## src/rtl/fg_pkg.sv

```systemverilog
package fg_pkg;
   localparam logic [7:0]  SFD_BYTE      = 8'hD5;
   localparam logic [31:0] CRC_POLY_REFL = 32'hEDB88320;

   typedef enum logic {ST_HUNT, ST_BODY} rx_state_e;

   // One byte of the reflected CRC-32, least significant bit first.
   function automatic logic [31:0] crc_step(input logic [31:0] c, input logic [7:0] d);
      logic [31:0] r;
      r = c;
      for (int i = 0; i < 8; i++) begin
         if (r[0] ^ d[i]) r = (r >> 1) ^ CRC_POLY_REFL;
         else             r = r >> 1;
      end
      return r;
   endfunction

   function automatic logic [31:0] bit_rev32(input logic [31:0] v);
      logic [31:0] r;
      for (int i = 0; i < 32; i++) r[i] = v[31-i];
      return r;
   endfunction
endpackage

```

## src/rtl/fg_event_counter.sv

```systemverilog
module fg_event_counter #(
   parameter int W        = 16,
   parameter bit SATURATE = 1'b1
) (
   input  logic         clk,
   input  logic         rst_n,
   input  logic         inc,
   output logic [W-1:0] value
);
   localparam logic [W-1:0] TOP = '1;

   logic [W-1:0] nxt;

   generate
      if (SATURATE) begin : g_sat
         always_comb nxt = (value == TOP) ? value : value + 1'b1;
      end else begin : g_wrap
         always_comb nxt = value + 1'b1;
      end
   endgenerate

   always_ff @(posedge clk or negedge rst_n) begin
      if (!rst_n)   value <= '0;
      else if (inc) value <= nxt;
   end

   initial assert (W >= 2) else $error("fg_event_counter: W too small");

   AST_CNT_STEP: assert property (@(posedge clk) disable iff (!rst_n)
      (inc && value != TOP) |=> value == $past(value) + 1'b1);
endmodule

```

## src/rtl/fg_link_table.sv

```systemverilog
module fg_link_table #(
   parameter int ENTRIES = 8,
   parameter int ID_W    = 16,
   parameter int PORT_W  = 3
) (
   input  logic                       clk,
   input  logic                       rst_n,
   input  logic                       cfg_we,
   input  logic [$clog2(ENTRIES)-1:0] cfg_idx,
   input  logic                       cfg_valid,
   input  logic [ID_W-1:0]            cfg_id,
   input  logic [PORT_W-1:0]          cfg_port,
   input  logic [ID_W-1:0]            key,
   output logic                       hit,
   output logic [PORT_W-1:0]          port
);
   localparam int IW = $clog2(ENTRIES);

   logic [ENTRIES-1:0]        match;
   logic [ENTRIES*PORT_W-1:0] port_flat;

   initial assert (ENTRIES >= 2) else $error("fg_link_table: need at least two entries");

   for (genvar e = 0; e < ENTRIES; e++) begin : g_ent
      logic              v;
      logic [ID_W-1:0]   id;
      logic [PORT_W-1:0] prt;
      always_ff @(posedge clk or negedge rst_n) begin
         if (!rst_n) begin
            v   <= 1'b0;
            id  <= '0;
            prt <= '0;
         end else if (cfg_we && cfg_idx == IW'(e)) begin
            v   <= cfg_valid;
            id  <= cfg_id;
            prt <= cfg_port;
         end
      end
      assign match[e] = v && (id == key);
      assign port_flat[e*PORT_W +: PORT_W] = prt;
   end

   // Lowest matching index wins.
   always_comb begin
      hit  = |match;
      port = '0;
      for (int e = ENTRIES-1; e >= 0; e--) begin
         if (match[e]) port = port_flat[e*PORT_W +: PORT_W];
      end
   end
endmodule

```

## src/rtl/fg_store.sv

```systemverilog
module fg_store #(
   parameter int DEPTH     = 256,
   parameter int TAG_DEPTH = 4,
   parameter int PORT_W    = 3
) (
   input  logic              clk,
   input  logic              rst_n,
   input  logic              wr_en,
   input  logic [7:0]        wr_data,
   input  logic              wr_last,
   input  logic              commit,
   input  logic              drop,
   input  logic [PORT_W-1:0] commit_port,
   output logic              full,
   output logic              ovf,
   output logic              tag_full,
   output logic              out_valid,
   output logic [7:0]        out_data,
   output logic              out_last,
   output logic [PORT_W-1:0] out_port
);
   localparam int AW = $clog2(DEPTH);
   localparam int TW = $clog2(TAG_DEPTH);

   initial assert ((DEPTH & (DEPTH-1)) == 0 && DEPTH >= 16)
      else $error("fg_store: DEPTH must be a power of two");
   initial assert ((TAG_DEPTH & (TAG_DEPTH-1)) == 0 && TAG_DEPTH >= 2)
      else $error("fg_store: TAG_DEPTH must be a power of two");

   logic [8:0]        mem [DEPTH];
   logic [AW:0]       wr_ptr, rd_ptr, start_ptr, used, wr_adv;
   logic              ovf_q;
   logic [PORT_W-1:0] tag_mem [TAG_DEPTH];
   logic [TW:0]       tag_wr, tag_rd, tag_cnt;
   logic              busy, pop;
   logic [PORT_W-1:0] cur_port;
   logic [8:0]        rd_word;

   assign used     = wr_ptr - rd_ptr;
   assign full     = (used == (AW+1)'(DEPTH));
   assign ovf      = ovf_q;
   assign wr_adv   = wr_ptr + (AW+1)'(wr_en && !full);
   assign tag_cnt  = tag_wr - tag_rd;
   assign tag_full = (tag_cnt == (TW+1)'(TAG_DEPTH));
   assign pop      = !busy && (tag_cnt != '0);
   assign rd_word  = mem[rd_ptr[AW-1:0]];

   always_ff @(posedge clk) begin
      if (wr_en && !full) mem[wr_ptr[AW-1:0]] <= {wr_last, wr_data};
   end

   always_ff @(posedge clk) begin
      if (commit) tag_mem[tag_wr[TW-1:0]] <= commit_port;
   end

   // Write side: a dropped frame rewinds to its own start.
   always_ff @(posedge clk or negedge rst_n) begin
      if (!rst_n) begin
         wr_ptr    <= '0;
         start_ptr <= '0;
         ovf_q     <= 1'b0;
         tag_wr    <= '0;
      end else if (drop) begin
         wr_ptr <= start_ptr;
         ovf_q  <= 1'b0;
      end else if (commit) begin
         wr_ptr    <= wr_adv;
         start_ptr <= wr_adv;
         ovf_q     <= 1'b0;
         tag_wr    <= tag_wr + 1'b1;
      end else begin
         wr_ptr <= wr_adv;
         if (wr_en && full) ovf_q <= 1'b1;
      end
   end

   // Read side: one committed frame at a time, one byte per cycle.
   always_ff @(posedge clk or negedge rst_n) begin
      if (!rst_n) begin
         busy      <= 1'b0;
         cur_port  <= '0;
         rd_ptr    <= '0;
         tag_rd    <= '0;
         out_valid <= 1'b0;
         out_data  <= '0;
         out_last  <= 1'b0;
         out_port  <= '0;
      end else begin
         out_valid <= busy;
         if (pop) begin
            busy     <= 1'b1;
            cur_port <= tag_mem[tag_rd[TW-1:0]];
            tag_rd   <= tag_rd + 1'b1;
         end
         if (busy) begin
            out_data <= rd_word[7:0];
            out_last <= rd_word[8];
            out_port <= cur_port;
            rd_ptr   <= rd_ptr + 1'b1;
            if (rd_word[8]) busy <= 1'b0;
         end else begin
            out_last <= 1'b0;
         end
      end
   end

   AST_NO_OVERFLOW: assert property (@(posedge clk) disable iff (!rst_n)
      used <= (AW+1)'(DEPTH));
   AST_DROP_REWIND: assert property (@(posedge clk) disable iff (!rst_n)
      drop |=> wr_ptr == $past(start_ptr));
   AST_PORT_HELD: assert property (@(posedge clk) disable iff (!rst_n)
      (out_valid && !out_last) |=> (out_valid && $stable(out_port)));
   AST_TAG_ROOM: assert property (@(posedge clk) disable iff (!rst_n)
      commit |-> !tag_full);
endmodule

```

## src/rtl/frame_gate.sv

```systemverilog
module frame_gate
   import fg_pkg::*;
#(
   parameter int          DEPTH     = 256,
   parameter int          TAG_DEPTH = 4,
   parameter int          ENTRIES   = 8,
   parameter int          PORT_W    = 3,
   parameter int          CNT_W     = 16,
   parameter int          MIN_LEN   = 64,
   parameter logic [31:0] MAGIC     = 32'hC704DD7B,
   parameter bit          SATURATE  = 1'b1
) (
   input  logic                       clk,
   input  logic                       rst_n,
   input  logic                       in_valid,
   input  logic [7:0]                 in_data,
   input  logic                       in_last,
   input  logic                       cfg_we,
   input  logic [$clog2(ENTRIES)-1:0] cfg_idx,
   input  logic                       cfg_valid,
   input  logic [15:0]                cfg_id,
   input  logic [PORT_W-1:0]          cfg_port,
   output logic                       out_valid,
   output logic [7:0]                 out_data,
   output logic                       out_last,
   output logic [PORT_W-1:0]          out_port,
   output logic [CNT_W-1:0]           good_count,
   output logic [CNT_W-1:0]           bad_count
);
   localparam int             LEN_W   = $clog2(DEPTH + MIN_LEN) + 1;
   localparam logic [LEN_W-1:0] LEN_MAX = '1;
   localparam logic [31:0]    RESIDUE = bit_rev32(MAGIC);

   initial assert (MIN_LEN >= 6 && MIN_LEN <= DEPTH)
      else $error("frame_gate: MIN_LEN out of range");

   rx_state_e         state;
   logic [31:0]       crc_q, crc_nxt;
   logic [LEN_W-1:0]  len_q, len_nxt;
   logic [15:0]       id_q;
   logic              hunt_sfd, hunt_end, body_wr, frame_end;
   logic              len_ok, crc_ok, accept, reject;
   logic              tbl_hit;
   logic [PORT_W-1:0] tbl_port;
   logic              st_full, st_ovf, st_tag_full;
   logic              good_inc, bad_inc;

   assign hunt_sfd  = (state == ST_HUNT) && in_valid && !in_last && (in_data == SFD_BYTE);
   assign hunt_end  = (state == ST_HUNT) && in_valid && in_last;
   assign body_wr   = (state == ST_BODY) && in_valid;
   assign frame_end = body_wr && in_last;
   assign crc_nxt   = crc_step(crc_q, in_data);
   assign len_nxt   = (len_q == LEN_MAX) ? len_q : len_q + 1'b1;
   assign len_ok    = len_nxt >= LEN_W'(MIN_LEN);
   assign crc_ok    = (crc_nxt == RESIDUE);
   assign accept    = frame_end && len_ok && crc_ok && tbl_hit
                      && !st_full && !st_ovf && !st_tag_full;
   assign reject    = frame_end && !accept;
   assign good_inc  = accept;
   assign bad_inc   = reject || hunt_end;

   always_ff @(posedge clk or negedge rst_n) begin
      if (!rst_n) begin
         state <= ST_HUNT;
         crc_q <= '1;
         len_q <= '0;
         id_q  <= '0;
      end else begin
         case (state)
            ST_HUNT: begin
               if (hunt_sfd) begin
                  state <= ST_BODY;
                  crc_q <= '1;
                  len_q <= '0;
               end
            end
            ST_BODY: begin
               if (body_wr) begin
                  crc_q <= crc_nxt;
                  len_q <= len_nxt;
                  if (len_q == LEN_W'(4)) id_q[15:8] <= in_data;
                  if (len_q == LEN_W'(5)) id_q[7:0]  <= in_data;
                  if (in_last) state <= ST_HUNT;
               end
            end
            default: state <= ST_HUNT;
         endcase
      end
   end

   fg_link_table #(.ENTRIES(ENTRIES), .ID_W(16), .PORT_W(PORT_W)) u_table (
      .clk       (clk),
      .rst_n     (rst_n),
      .cfg_we    (cfg_we),
      .cfg_idx   (cfg_idx),
      .cfg_valid (cfg_valid),
      .cfg_id    (cfg_id),
      .cfg_port  (cfg_port),
      .key       (id_q),
      .hit       (tbl_hit),
      .port      (tbl_port)
   );

   fg_store #(.DEPTH(DEPTH), .TAG_DEPTH(TAG_DEPTH), .PORT_W(PORT_W)) u_store (
      .clk         (clk),
      .rst_n       (rst_n),
      .wr_en       (body_wr),
      .wr_data     (in_data),
      .wr_last     (in_last),
      .commit      (accept),
      .drop        (reject),
      .commit_port (tbl_port),
      .full        (st_full),
      .ovf         (st_ovf),
      .tag_full    (st_tag_full),
      .out_valid   (out_valid),
      .out_data    (out_data),
      .out_last    (out_last),
      .out_port    (out_port)
   );

   fg_event_counter #(.W(CNT_W), .SATURATE(SATURATE)) u_good (
      .clk (clk), .rst_n (rst_n), .inc (good_inc), .value (good_count)
   );

   fg_event_counter #(.W(CNT_W), .SATURATE(SATURATE)) u_bad (
      .clk (clk), .rst_n (rst_n), .inc (bad_inc), .value (bad_count)
   );

   AST_ONE_VERDICT: assert property (@(posedge clk) disable iff (!rst_n)
      $onehot0({good_inc, bad_inc}));
endmodule

```

## config.mk

```make
export PLATFORM = sky130hd
export DESIGN_NAME = frame_gate
export DESIGN_NICKNAME = d
export VERILOG_FILES = /design/src/rtl/fg_pkg.sv /design/src/rtl/fg_event_counter.sv /design/src/rtl/fg_link_table.sv /design/src/rtl/fg_store.sv /design/src/rtl/frame_gate.sv
export SDC_FILE = /design/constraint.sdc
export NUM_CORES = 2
export LEC_CHECK = 0
export ABC_AREA = 1
export BUFFER_PORTS_ARGS = -buffer_cell sky130_fd_sc_hd__clkbuf_2
export CAP_MARGIN = 40
export CELL_PAD_IN_SITES_DETAIL_PLACEMENT = 1
export CELL_PAD_IN_SITES_GLOBAL_PLACEMENT = 1
export CORE_MARGIN = 2
export CORE_UTILIZATION = 45
export CTS_BUF_LIST = sky130_fd_sc_hd__clkbuf_16
export DETAILED_ROUTE_END_ITERATION = 16
export PLACE_DENSITY_LB_ADDON = 0.1
export SETUP_SLACK_MARGIN = 0.3
export SLEW_MARGIN = 20
export SYNTH_ARGS = -nofsm -noshare
export SYNTH_HDL_FRONTEND = slang
export SYNTH_SLANG_ARGS = --single-unit
export TNS_END_PERCENT = 20
```

## constraint.sdc

```tcl
create_clock -name clk -period 4.14 [get_ports clk]
set_input_delay 0.414 -clock clk [delete_from_list [all_inputs] [get_ports clk]]
set_output_delay 0.414 -clock clk [all_outputs]
set_load 0.03 [all_outputs]
```

==> metrics.md <==
| Metric | Value |
|---|---|
| Outcome | finished, final reports clean |
| Fin cells | approximately 13k |
| I/O Buffers | 80 |
| Crit path max-delay cell type | nor2_1 |
| Clock Skew | between 0.06 and 0.07 ns |
| Number of global-route vias before repair | 75.7k |
| Area contributors post-synth | edfxtp_1 (65%), o21ai_0 (6.6%), dfrtp_1 (6.3%) |
| Initial core utilization | 45.3% |
| Placed Cells | 11.9k |
| Tcrit/Tclk final | 92.2% |
| CTS tree | done |
| Die X | 491 um |
| Crit path capture type | register |
| Drt first pass iters | 5 |
| Asr flop ratio synth | 11.5% |
| Max-Slew Margin vs Limit | 23.0% |
| Unrepaired setup endpoints after global routing | true |
| Final Critical Period | between 3 and 4 ns |
| GRT overflow | 0 |
| Synth Register Bits | 2,618 |
| Via count | 74.1k |
| Vias per cell | ~5.9 |
| Synthesized cell area | 107,000 sq um |
| Leakage | 42.6 nW |
| Final setup viols | 0 |
| Area Growth Syn to Fin | 14.6% |
| Post-synth EDFFs | 2,316 |
| Share of cells above drive strength 1 | between 10% and 20% |
| Leading area contributor after synthesis | edfxtp_1 |
| # DRC | 0 |
| Largest net degree at the start of global routing | 188 |
| Final #Nets | 9,224 |
| Top-Level Pins | 81 |
| Die height | approximately 500 um |
| Fin Setup TNS | 0 ns |
| Slew Viols, Final | 0 |
| Hold Crit Class | in2reg |
| Initial DRC count | 7,299 |
| Actual transition at the worst max-transition pin | between 1 and 1.5 ns |
| Netlist cell types | 48 |
| Clk_lat worst skew | 0.96 ns |
| Clock buffer depth | 4 |
| Post-synth top cells | edfxtp_1 (2,316), nor2_1 (1,592), o21ai_0 (1,403), nand2_1 (994), clkbuf_1 (518) |
| GR Util All Layers | 28.1% |
| Critical path type | reg2reg |
| CTS H-tree depth | 5 |
| Routed wire per std cell | 27.5 um |
| CP cell instances | inv_8 -> ha_1 -> nand4_1 -> o21ai_0 -> nand2_1 -> a21oi_1 -> nor2_1 -> a31oi_2 -> buf_4 -> nand4_1 -> buf_4 -> nor2_1 |
| Synthesized Nets | 8,959 |
| Clk root buf | clkbuf_16 |
| Sink Count | 2,618 |
| Worst Path Arrival | 4.37 ns |
| Top cell type's share of synthesized area | 65.2% |
| Max VDD drop | slightly above 0.7 mV |
| GPL Wtd Cong | 0.866 |
| Power per cell area | 657 nW/um^2 |
| CTS clk-pin slew, worst paths | 0.06 ns |
| CP required | about 4.7 ns |
| Final instance area | 122,000 sq um |
| Num CTS Buffers | 295 |
| DIE AREA | 241,000 sq um |
| Final WL | approximately 350 mm |
| Syn Area/Cell | 12.0 sq um |
| Most frequent cell after synthesis | edfxtp_1 |
| Hpwl dp | 209 mm |
| DRT antenna net count | 0 |
| Critical Path Start Type | register |
| First-pass GRT wire length | 510 mm |
| Placed Area | around 110,000 sq um |
| Fmax | 262 MHz |
| Max cap viols | 0 |
| Most used DFF post-synth | edfxtp_1 |
| Synth Instances | 8,899 |
| Num rows | 178 |
| Antenna violations before repair | 7 |
| Post-route total power | 0.0803 W |
| Core area | 235,000 sq um |
| Largest stage delay, worst path | 0.69 ns |
| Register area share after synthesis | 72.3% |
| Worst-path fanout max | 17 |
| Warnings, synthesis | 0 |
| Final Hold Fails | 0 |
## final timing paths
path	start	end	slack, ns	depth (start not counted)
worst min-delay path	cfg_valid	u_table.g_ent[7].v	0.10	3
max in group asynchronous	rst_n	crc_q[0]	2.94	3
min in group asynchronous	rst_n	u_table.g_ent[2].v	0.12	2
worst max-delay path	u_store.rd_ptr[1]	u_store.mem[189][8]	0.32	12
worst min register to register	u_table.g_ent[4].prt[2]	u_table.g_ent[4].prt[2]	0.48	2
worst max register to register	u_store.rd_ptr[1]	u_store.mem[189][8]	0.32	12
## layout by cell type (no fill, tap or decap), types with 10 or more instances in the layout
cell type      instances
buf_8                 12
nor3_1                20
dfstp_2               32
a31oi_1               11
nand2_1              982
ha_1                  24
nor4_1                11
o21ai_0             1403
edfxtp_1            2316
buf_4                392
clkbuf_2              71
nand3_1              394
dlygate4sd3_1         28
mux2_2                12
clkinv_1              66
buf_12                41
clkinv_2              38
nor2_2                12
inv_1                297
nor2_1              1578
o211ai_1              62
xnor2_1               15
inv_2                 19
diode_2               10
nand4_1               39
o22ai_1              368
o221ai_1             231
or2_2                 15
nand2_2               30
clkbuf_16            304
xor2_1                84
dfrtp_1              266
a21oi_1              116
bufinv_16             19
## timing repair
item / 4_1_cts / 5_1_grt
gates resized for setup: 1 / 13
hold buffers: 28 / 0
setup buffers: 0 / 0
hold endpoints to repair: 233 / 0
setup endpoints to repair: 23 / 536
## cells by family after synthesis
logic type                 Yosys count  synth area share [%]
adders and majority gates           24                 0.281
xor gates and xnor gates            99                 0.813
and+or+nand+nor                   3098                  11.6
AOI/OAI and AO/OA                 2211                  11.8
muxes                               12                 0.127
buffers and inverters              837                  3.02
DFF                               2618                  72.3
## through the flow
stage          utilization, %  hold WS (ns)  worst slack, ns
2_1_floorplan               -         0.118            0.260
3_3_place_gp             47.6         0.460            0.120
3_5_place_dp             47.8         0.472            0.254
4_1_cts                  51.8        0.0506            0.255
5_1_grt                  51.9        0.0802            0.116
6_report                 51.9         0.101            0.321
## worst max-delay path: cells and delay by family (launching register included)
family	cells	cell delay (ns)
buffers and inverters	3	0.71
AOI/OAI and AO/OA	3	0.66
and+or+nand+nor	5	1.21
DFF	1	0.51
adders and majority gates	1	0.34
## power by group
part	switching [W]	total, W	leakage [nW]	internal (W)
sequential	0.000818	0.0304	24.5	0.0296
combinational	0.0183	0.0251	13.4	0.00675
clock	0.0104	0.0248	4.68	0.0144
## metal layers
| layer | GRT usage, % | wire [um] |
|---|---|---|
| met1 | 40.3 | 153000 |
| met2 | 44.6 | 161000 |
| met3 | 4.01 | 20500 |
| met4 | 8.44 | 9970 |
| met5 | 0 | 0 |
## sequential cells by signal (all words and copies together), names as in the netlist, 9 cells and up
signal / flops
u_store.mem: 2304
u_table.g_ent.id: 128
crc_q: 32
u_table.g_ent.prt: 24
id_q: 16
u_bad.value: 16
u_good.value: 16
u_store.tag_mem: 12
len_q: 10
u_store.rd_ptr: 9
u_store.start_ptr: 9
u_store.wr_ptr: 9
## cell type report
type	instances	area [sq um]
tap	3150	3940
antenna	10	25.0
sequential	2618	77200
fill	24013	113000
timing repair buffer	553	4770
inverter	252	976
clock buffer	304	7610
clock inverter	202	1350
multi-input combinational	5444	26400
No activity file was read; power rests on OpenSTA's default activity.
